[src/rtl/aoc_pkg.sv]
package aoc_pkg;
  // Decoded per-cycle actions handed from control to datapath
  typedef struct packed {
    logic clrCnt;
    logic ldCnt;
    logic up;
    logic down;
    logic ldOff;
    logic clrFlag;
  } aocStrobes_t;
endpackage

[src/rtl/aoc_ctrl.sv]
module aoc_ctrl
  import aoc_pkg::*;
(
  input  logic        cntRst,
  input  logic        busLoad,
  input  logic        inc,
  input  logic        dec,
  input  logic        offLoad,
  input  logic        oobClr,
  output aocStrobes_t stb
);
  // Count priority: reset, then load, then a single step; inc+dec holds
  always_comb begin
    stb.clrCnt  = cntRst;
    stb.ldCnt   = busLoad & ~cntRst;
    stb.up      = inc & ~dec & ~busLoad & ~cntRst;
    stb.down    = dec & ~inc & ~busLoad & ~cntRst;
    stb.ldOff   = offLoad;
    stb.clrFlag = oobClr;
  end
endmodule

[src/rtl/aoc_dp.sv]
module aoc_dp
  import aoc_pkg::*;
#(
  parameter int W = 16
) (
  input  logic         clk,
  input  logic         rst_n,
  input  aocStrobes_t  stb,
  input  logic [W-1:0] busIn,
  output logic [W-1:0] cntQ,
  output logic [W-1:0] offQ,
  output logic [W-1:0] addrOut,
  output logic         flagQ
);
  localparam logic [W-1:0] MAX_VAL = {W{1'b1}};
  localparam logic [W-1:0] MIN_VAL = '0;

  logic [W:0]   sumFull;
  logic         carryOut;
  logic         adderWrap;
  logic         cntWrap;
  logic         raiseErr;
  logic [W-1:0] cntNext;

  // Offset adder: unsigned add, then interpret carry by offset sign
  assign sumFull   = {1'b0, cntQ} + {1'b0, offQ};
  assign carryOut  = sumFull[W];
  assign addrOut   = sumFull[W-1:0];
  // Positive offset wraps on carry; negative offset wraps on no carry
  assign adderWrap = offQ[W-1] ? ~carryOut : carryOut;

  assign cntWrap  = (stb.up && cntQ == MAX_VAL) || (stb.down && cntQ == MIN_VAL);
  assign raiseErr = stb.clrCnt | cntWrap | adderWrap;

  always_comb begin
    cntNext = cntQ;
    if (stb.clrCnt)     cntNext = '0;
    else if (stb.ldCnt) cntNext = busIn;
    else if (stb.up)    cntNext = cntQ + 1'b1;
    else if (stb.down)  cntNext = cntQ - 1'b1;
  end

  always_ff @(posedge clk) begin
    if (!rst_n) begin
      cntQ  <= '0;
      offQ  <= '0;
      flagQ <= 1'b0;
    end else begin
      cntQ <= cntNext;
      if (stb.ldOff) offQ <= busIn;
      if (raiseErr)         flagQ <= 1'b1;
      else if (stb.clrFlag) flagQ <= 1'b0;
    end
  end
endmodule

[src/rtl/aoc_addr_counter.sv]
module aoc_addr_counter
  import aoc_pkg::*;
#(
  parameter int ADDR_W = 16
) (
  input  logic              clk,
  input  logic              rst_n,
  input  logic              cntRst,
  input  logic              busLoad,
  input  logic              inc,
  input  logic              dec,
  input  logic              offLoad,
  input  logic              readOut,
  input  logic              oobClr,
  input  logic [ADDR_W-1:0] busIn,
  output logic [ADDR_W-1:0] busOut,
  output logic              busOutEn,
  output logic [ADDR_W-1:0] addrOut,
  output logic              oobFlag
);
  aocStrobes_t       stb;
  logic [ADDR_W-1:0] cntVal;
  logic [ADDR_W-1:0] offVal;

  aoc_ctrl ctrl_i (
    .cntRst (cntRst),
    .busLoad(busLoad),
    .inc    (inc),
    .dec    (dec),
    .offLoad(offLoad),
    .oobClr (oobClr),
    .stb    (stb)
  );

  aoc_dp #(.W(ADDR_W)) dp_i (
    .clk    (clk),
    .rst_n  (rst_n),
    .stb    (stb),
    .busIn  (busIn),
    .cntQ   (cntVal),
    .offQ   (offVal),
    .addrOut(addrOut),
    .flagQ  (oobFlag)
  );

  // Separate enable plus data instead of an internal tri-state
  assign busOutEn = readOut;
  assign busOut   = readOut ? cntVal : '0;
endmodule

[config.mk]
export PLATFORM = sky130hd
export DESIGN_NAME = aoc_addr_counter
export DESIGN_NICKNAME = d
export VERILOG_FILES = /design/src/rtl/aoc_pkg.sv /design/src/rtl/aoc_ctrl.sv /design/src/rtl/aoc_dp.sv /design/src/rtl/aoc_addr_counter.sv
export SDC_FILE = /design/constraint.sdc
export NUM_CORES = 1
export LEC_CHECK = 0
export BUFFER_PORTS_ARGS = -buffer_cell sky130_fd_sc_hd__buf_4
export CORE_UTILIZATION = 30
export CTS_CLUSTER_SIZE = 40
export DETAILED_ROUTE_END_ITERATION = 10
export PLACE_DENSITY = 0.59
export SLEW_MARGIN = 10
export SYNTH_ARGS = -nofsm -noshare
export SYNTH_HDL_FRONTEND = slang
export SYNTH_SLANG_ARGS = --single-unit
[constraint.sdc]
create_clock -name clk -period 3.6 [get_ports clk]
set_clock_uncertainty 0.05 [all_clocks]
set_input_delay 0.54 -clock clk [delete_from_list [all_inputs] [get_ports clk]]
set_output_delay 0.54 -clock clk [all_outputs]
set_load 0.005 [all_outputs]
Word-level counts from Yosys, hierarchy flattened
Cells that the tools add are included.
{"block": "op_classes", "addsub": 3, "n_eq_ne": 1, "muxes": 7, "bitwise_logic": 15, "reduce_logical": 7}
{"operator": "$mux 16", "count": 4}
{"operator": "$add 16x16->17", "count": 1}
{"operator": "$add 16x1->16 const B", "count": 1}
{"operator": "$eq 16x16->1 const B", "count": 1}
{"operator": "$logic_not 16->1", "count": 1}
{"operator": "$sub 16x1->16 const B", "count": 1}
{"operator": "$and 1x1->1", "count": 7}
{"operator": "$not 1->1", "count": 6}
{"operator": "$mux 1", "count": 3}
{"operator": "$reduce_bool 3->1", "count": 1}
{"operator": "$logic_and 1x1->1", "count": 2}
{"operator": "$or 1x1->1", "count": 2}
{"operator": "$reduce_bool 2->1", "count": 1}
{"operator": "$reduce_or 2->1", "count": 1}
{"operator": "$logic_or 1x1->1", "count": 1}
{"block": "totals", "regBits": 33, "input_bits": 25, "output_inout_bits": 34, "wordCells": 36}

Depth between registers and ports, before layout
Gate-level depths: netlist of run 1.
{"block": "depth", "depth_word": 9, "depth_mapped": 11, "ltp_nobuf": 11}

Hierarchy
A second synthesis of run 1 with hierarchy kept.
{"block": "unflattened", "hier_cells": 375, "area_unflattened_um2": 3032.9}
{"mod": "aoc_dp", "instances": 1, "cells_per_inst": 351, "area_per_inst_um2": 2850.2, "seq_area_each_um2": 660.6}
{"mod": "aoc_addr_counter", "instances": 1, "cells_per_inst": 18, "area_per_inst_um2": 133.9, "seq_area_each_um2": 0.0}
{"mod": "aoc_ctrl", "instances": 1, "cells_per_inst": 6, "area_per_inst_um2": 48.8, "seq_area_each_um2": 0.0}

Worst setup path before layout of run 1
Ideal clock, no wire load.
{"block": "synth_path", "path_kind": "input to register", "from": "in cntRst", "to": "reg dp_i.cntQ[13]", "setup_ps": 129, "arrival_time_ps": 2800, "required_time_ps": 3421, "path_slack_ps": 622, "path_stages": 10, "path_buffers": 0, "cell_sequence": "nor2_1 > nand3b_1 > ha_1 > a211oi_1 > o21ai_0 > a21oi_1 > o21ai_0 > a31oi_1 > xor2_1 > o22ai_1"}
{"block": "synth_via", "elab_chain_len": 4, "elab_cells_between_ends": 8, "classes_between": "mux (2); bitwise (4); reduce/logical (2)"}
{"item": "start, declared", "line": "aoc_addr_counter.sv:8", "source": "input logic cntRst,"}
{"item": "$not 1->1", "line": "aoc_ctrl.sv:15, aoc_ctrl.sv:16, aoc_ctrl.sv:17"}
{"item": "$and 1x1->1", "line": "aoc_ctrl.sv:16", "source": "stb.up = inc & ~dec & ~busLoad & ~cntRst;"}
{"item": "$mux 16", "line": "aoc_dp.sv:39", "source": "else if (stb.up) cntNext = cntQ + 1'b1;"}
{"item": "$mux 16", "line": "aoc_dp.sv:38", "source": "else if (stb.ldCnt) cntNext = busIn;"}
{"item": "end signal, assigned", "line": "aoc_dp.sv:49", "source": "cntQ <= cntNext;"}
{"item": "end, declared", "line": "aoc_dp.sv:10", "source": "output logic [W-1:0] cntQ,"}
Parallel ways exist; a longest one is shown, timed or not.
A chain may end at the register's enable or synchronous reset.

Final worst setup path of run 1
{"block": "layout_path", "from": "reg dp_i.cntQ[0]", "to": "out addrOut[12]"}
{"block": "layout_via", "elab_chain_len": 1}
{"item": "$add 16x16->17", "line": "aoc_dp.sv:26", "source": "assign sumFull = {1'b0, cntQ} + {1'b0, offQ};"}
{"item": "end, declared", "line": "aoc_addr_counter.sv:18", "source": "output logic [ADDR_W-1:0] addrOut,"}
Every way passes these cells.

==> impl_results.md, run 1 <==
- Status: finished, final reports clean
- RSZ-0062 raised after global routing: false
- Worst skew pair latency: about 280 ps
- Number of fill cells in the layout: 950
- Avg Inst Size Synth: ~8.3 sq um
- Htree depth: 2
- Rel. slew slack: 38.4%
- Final setup fails: 0
- Startpoint Class: flip-flop
- Area of the multi-input gates: 2100 sq um
- Placer congestion estimate: 0.831
- Drt first pass iters: 5
- Fin worst setup slack: around 180 ps
- First-pass GRT wire length: roughly 13000 microns
- Hold Path Class: reg -> reg
- Max Cap Violations: 0
- Clock tree buffer depth: 2
- Pin count of the biggest net entering global routing: 19
- Vias in the first global route: about 2700
- Number of antenna violations at the first check in global routing: 0
- Via-per-instance ratio: 5.38
- Vias: 2755
- DRC: 0
- Final min period: 3420 ps
- CTS tree: built
- Postcts setup bufs: 0
- Worst-path maximum fanout: 4
- Cell Rows: 35
- Pwr/cell area: 293 nW/um^2
- Worst hold margin: 464 ps
- Sequential cell area: approximately 660 sq um
- CTS Sinks: 33
- CTS Buf Count: 5
- Share of post-route cells with drive strength above 1: 19.7%
- Die X: 99.3 microns
- Worst Max-Slew Pin Slew: 921 ps
- DR WL/cell: 15.7 microns
- EDFF count, synth: 0
- Post-DP HPWL: 6460 microns
- I/O pins: 59
- Most frequent cells in the layout: 66 x buf_4, 33 x dfxtp_1, 32 x ha_1
- Leak: 1.59 nW
- Final Cycle Share: 95.0%
- Final ANT Viol Nets: 0
- Clk pin slew, worst setup/hold paths: 70 ps
- Routed WL: approximately 8000 microns
- Initial Util: 30.9%
- Gr usage total: between 10% and 20%
- Commonest non-fill, non-tap cell in the layout: buf_4
- Area grow syn2layout: 23.4%
- Synthesized area: 2840 sq um
- Mapped Cells: 340
- Async SR Flop Fraction: 0%
- CTS Hold Buffers Added: 0
- Post-cts gate resize count: 0
- Setup TNS: 0 ps
- Final Power: 1.03 mW
- Seq/Total Area, Yosys: 23.3%
- DR iter-0 viols: between 100 and 150
- Yosys warns: 0
- Diodes inserted: 0
- Synthesized Nets: 399
- Port bufs: between 50 and 60
- Synthesized flop and latch total: 33
- Ys flop type: dfxtp_1
- Count of different cell masters after synthesis: 43
- Final Slew Violations: 0
- Core ar.: 9200 sq um
- Fmax achieved: 293 MHz
- Worst EP required: about 3000 ps
- Nets: 459
- Die footprint: 9860 sq um
- Hold Fails Final Rpt: 0
- Crit. End Element: output pin
- Worst path arrival time: 2830 ps
- Setup CP Type: reg -> out
- CTS Root Cell: clkbuf_8
- Total grt overflow: 0
- Max rail drop VDD: 0.127 mV
- Pre-CTS WS: 466 ps
- Die height: 99.3 microns
==> area by class of cell <==
cell class	count	area share, %
clock buffer	6	2.07
clock inverter	2	0.286
inverter	8	0.857
multi-input combinational	286	59.8
sequential	33	18.9
tap	111	3.96
timing repair buffer	66	14.1
==> cells by family after synthesis <==
group,synth area share [%]
AOI/OAI and AO/OA,23.1
muxes,5.64
and+or+nand+nor,20.9
DFF,23.3
xor gates and xnor gates,8.64
buffers and inverters,2.91
adders and majority gates,15.5
==> final timing paths <==
path           startpoint           end  slack (ps)  depth (start not counted)
max reg2reg  dp_i.cntQ[0]    dp_i.flagQ         930                          9
min reg2reg  dp_i.offQ[2]  dp_i.offQ[2]         460                          2
max          dp_i.cntQ[0]   addrOut[12]         180                         10
min          dp_i.offQ[2]  dp_i.offQ[2]         460                          2
==> state kept, by name (all words and copies together) (netlist names) <==
name	cells
dp_i.flagQ	1
dp_i.cntQ	16
dp_i.offQ	16
==> routing by layer <==
layer | vias to the layer above | global-route usage (%) | share of wire [%]
met5 | - | 0 | 0
met4 | 0 | 6.11 | 2.0
met3 | 13 | 1.69 | 4.1
met2 | 77 | 29.0 | 47
met1 | 1285 | 20.7 | 47
li1 | 1380 | - | -
==> cells in the mapped netlist (all sizes together) (3+ instances only) <==
cell type | count | share of area (%)
xor2 | 9 | 2.8
nor4 | 4 | 0.88
dfxtp | 33 | 23
a22oi | 13 | 3.4
a211oi | 5 | 1.5
o211ai | 5 | 1.3
ha | 32 | 14
nor2 | 16 | 2.1
a21oi | 27 | 5.0
inv | 8 | 1.1
nor3 | 5 | 0.88
nor2b | 21 | 4.6
nand3 | 8 | 1.4
nand2 | 16 | 2.1
nand2b | 3 | 0.66
o22ai | 6 | 1.3
a31oi | 5 | 1.1
xnor2 | 19 | 5.9
nand4 | 8 | 1.8
o21ai | 22 | 3.9
mux2i | 16 | 5.6
a21o | 9 | 2.4
and3 | 3 | 0.66
clkbuf | 11 | 1.5
and2 | 18 | 4.0
==> metrics by stage <==
stage,cells,instance area (sq um),utilization [%]
final,512,3500,38.1
after global routing,512,3500,38.1
after CTS,512,3500,38.1
after detailed placement,504,3420,37.2
after global placement,504,3420,37.2
after floorplan,340,2840,-
==> worst max-delay path: stages, from the launching register on <==
cell     delay (ps)
dfxtp_1         320
ha_1            230
fa_1            420
a21oi_2         160
nor2_1           70
or4_4           510
a31o_4          270
a21o_1          180
a21oi_2         140
xnor2_1         120
buf_4           130
==> power breakdown <==
part | switching [mW] | internal (mW)
registers | 0.0229 | 0.385
logic | 0.179 | 0.173
clock network | 0.135 | 0.134
(Power assumes the default switching activity.)
==> inputs of run 2 (changes only) <==
--- a/config.mk
+++ b/config.mk
@@ -6,6 +6,7 @@
 export NUM_CORES = 1
 export LEC_CHECK = 0
 export BUFFER_PORTS_ARGS = -buffer_cell sky130_fd_sc_hd__buf_4
+export CORE_MARGIN = 5
 export CORE_UTILIZATION = 30
 export CTS_CLUSTER_SIZE = 40
 export DETAILED_ROUTE_END_ITERATION = 10
==> run 2 against run 1 <==
Against the previous run: worst hold slack lost 4.9 ps; flip-flop and latch count unchanged; setup slack worse by 32 ps; register-to-register slack worse by 30 ps; critical path type unchanged; highest routed layer unchanged.
==> impl_results.md, run 2 (synthesized netlist as in run 1, its figures left out) <==
- Worst EP required: 3010 ps
- Hold Fails Final Rpt: 0
- Worst skew pair latency: 280 ps
- Cell Rows: 35
- DR iter-0 viols: 173
- Die X: 107 microns
- Hold Path Class: in -> reg
- Non-filler instance count after layout: 526
- Die height: 107 microns
- Max Cap Violations: 0
- First-pass GRT wire length: 13300 microns
- Crit-path cells: ha_2, fa_1, a21oi_2, nor2_1, or4_4, a31o_4, a21o_1, a21oi_2, xnor2_1, buf_4
- Core ar.: a little over 9000 sq um
- Grt met3 use: between 2 and 3%
- WP buf/inv: 1
- Leak: 1.57 nW
- Final Cycle Share: 95.9%
- Number of antenna violations at the first check in global routing: 0
- Placer congestion estimate: 0.854
- CP max stage cell: or4_4
- Pwr/cell area: 294 nW/um^2
- Top cell by count, worst path: a21oi_2
- Die footprint: 11500 sq um
- Fin worst setup slack: 149 ps
- Final ANT Viol Nets: 0
- Vias: around 2700
- Drt first pass iters: 4
- Pre-CTS WS: around 360 ps
- CTS tree: built
- Postcts setup bufs: 0
- Met1 Usage GRT: 18.8%
- Worst hold margin: 459 ps
- Via-per-instance ratio: a little over 5
- Area grow syn2layout: 23.3%
- Post-route cell area: 3500 sq um
- Post-layout util: between 30% and 40%
- Max stage delay on crit path: around 500 ps
- Most frequent cells in the layout: 62 x buf_4, 32 x dfxtp_1, 31 x ha_1
- Clock tree buffer depth: 2
- Crit. End Element: output pin
- Dpl cell area: 3410 sq um
- Vias in the first global route: 2673
- Final Slew Violations: 0
- Post-DP HPWL: 6560 microns
- Pin count of the biggest net entering global routing: 20
- I/O pins: 59
- CTS Buf Count: 5
- DRC: 0
- Setup TNS: 0 ps
- Setup CP Type: reg -> out
- Critical path's top delay family: compound AO/OA/AOI/OAI gates
- RSZ-0062 raised after global routing: false
- CTS Hold Buffers Added: 0
- Diodes inserted: 0
- Regs by FF count: dp_i.cntQ (16), dp_i.offQ (16), dp_i.flagQ (1)
- Number of fill cells in the layout: 949
- Worst-path maximum fanout: 9
- Startpoint Class: flip-flop
- Htree depth: 2
- Gr usage total: 14.4%
- Share of post-route cells with drive strength above 1: 19.4%
- Final Power: 1.03 mW
- Worst path arrival time: 2860 ps
- Rel. slew slack: 35.6%
- CTS Root Cell: clkbuf_8
- Final min period: 3450 ps
- DR WL/cell: ~16 microns
- Clk pin slew, worst setup/hold paths: 70 ps
- Max rail drop VDD: 0.156 mV
- Total grt overflow: 0
- Fmax achieved: 290 MHz
- Routed WL: 8240 microns
- Final setup fails: 0
- Initial Util: between 30% and 40%
- Status: finished, final reports clean
- Commonest non-fill, non-tap cell in the layout: buf_4
- Port bufs: 58
- Layer with the highest usage: met2
- CTS Sinks: 33
- GR Layer Usage met2: a little under a quarter
- Worst Max-Slew Pin Slew: 963 ps
- Placed instance count: about 520
- Nets: 455
## run 2: layer usage
layer / wire length [microns] / part of all wire (%)
met2: 3800 / 46
met3: 467 / 5.7
met4: 154 / 1.9
met1: 3820 / 46
met5: 0 / 0
## run 2: final cells by class
class	count	area [sq um]	area share, %
multi-input combinational	286	2100	60.0
sequential	33	662	18.9
timing repair buffer	62	465	13.3
tap	129	161	4.61
clock buffer	6	72.6	2.07
inverter	8	30.0	0.858
clock inverter	2	10.0	0.286
## run 2: path summary, 6_finish.rpt
kind,slack (ps),depth (start not counted),endpoint,startpoint
worst max-delay path,150,10,addrOut[12],dp_i.cntQ[0]
worst min-delay path,460,3,dp_i.cntQ[0],busIn[0]
worst max register to register,900,9,dp_i.flagQ,dp_i.cntQ[0]
worst min register to register,480,2,dp_i.offQ[8],dp_i.offQ[8]
## run 2: worst min-delay path: stages
cell and delay (ps):
buf_4 120, nand2_1 50, a21oi_1 50
## run 2: repair_timing
| item | 4_1_cts | 5_1_grt |
|---|---|---|
| resized for setup | 0 | 2 |
| endpoints found under the setup margin | 0 | 2 |
| endpoints found under the hold margin | 0 | 0 |
## run 2: power breakdown
| group | total (mW) | internal (mW) | switching, mW | leakage [nW] |
|---|---|---|---|---|
| clock network | 0.271 | 0.134 | 0.137 | 0.0450 |
| registers | 0.412 | 0.385 | 0.0265 | 0.271 |
| logic | 0.346 | 0.171 | 0.176 | 1.25 |
| total | 1.03 | 0.689 | 0.339 | 1.57 |
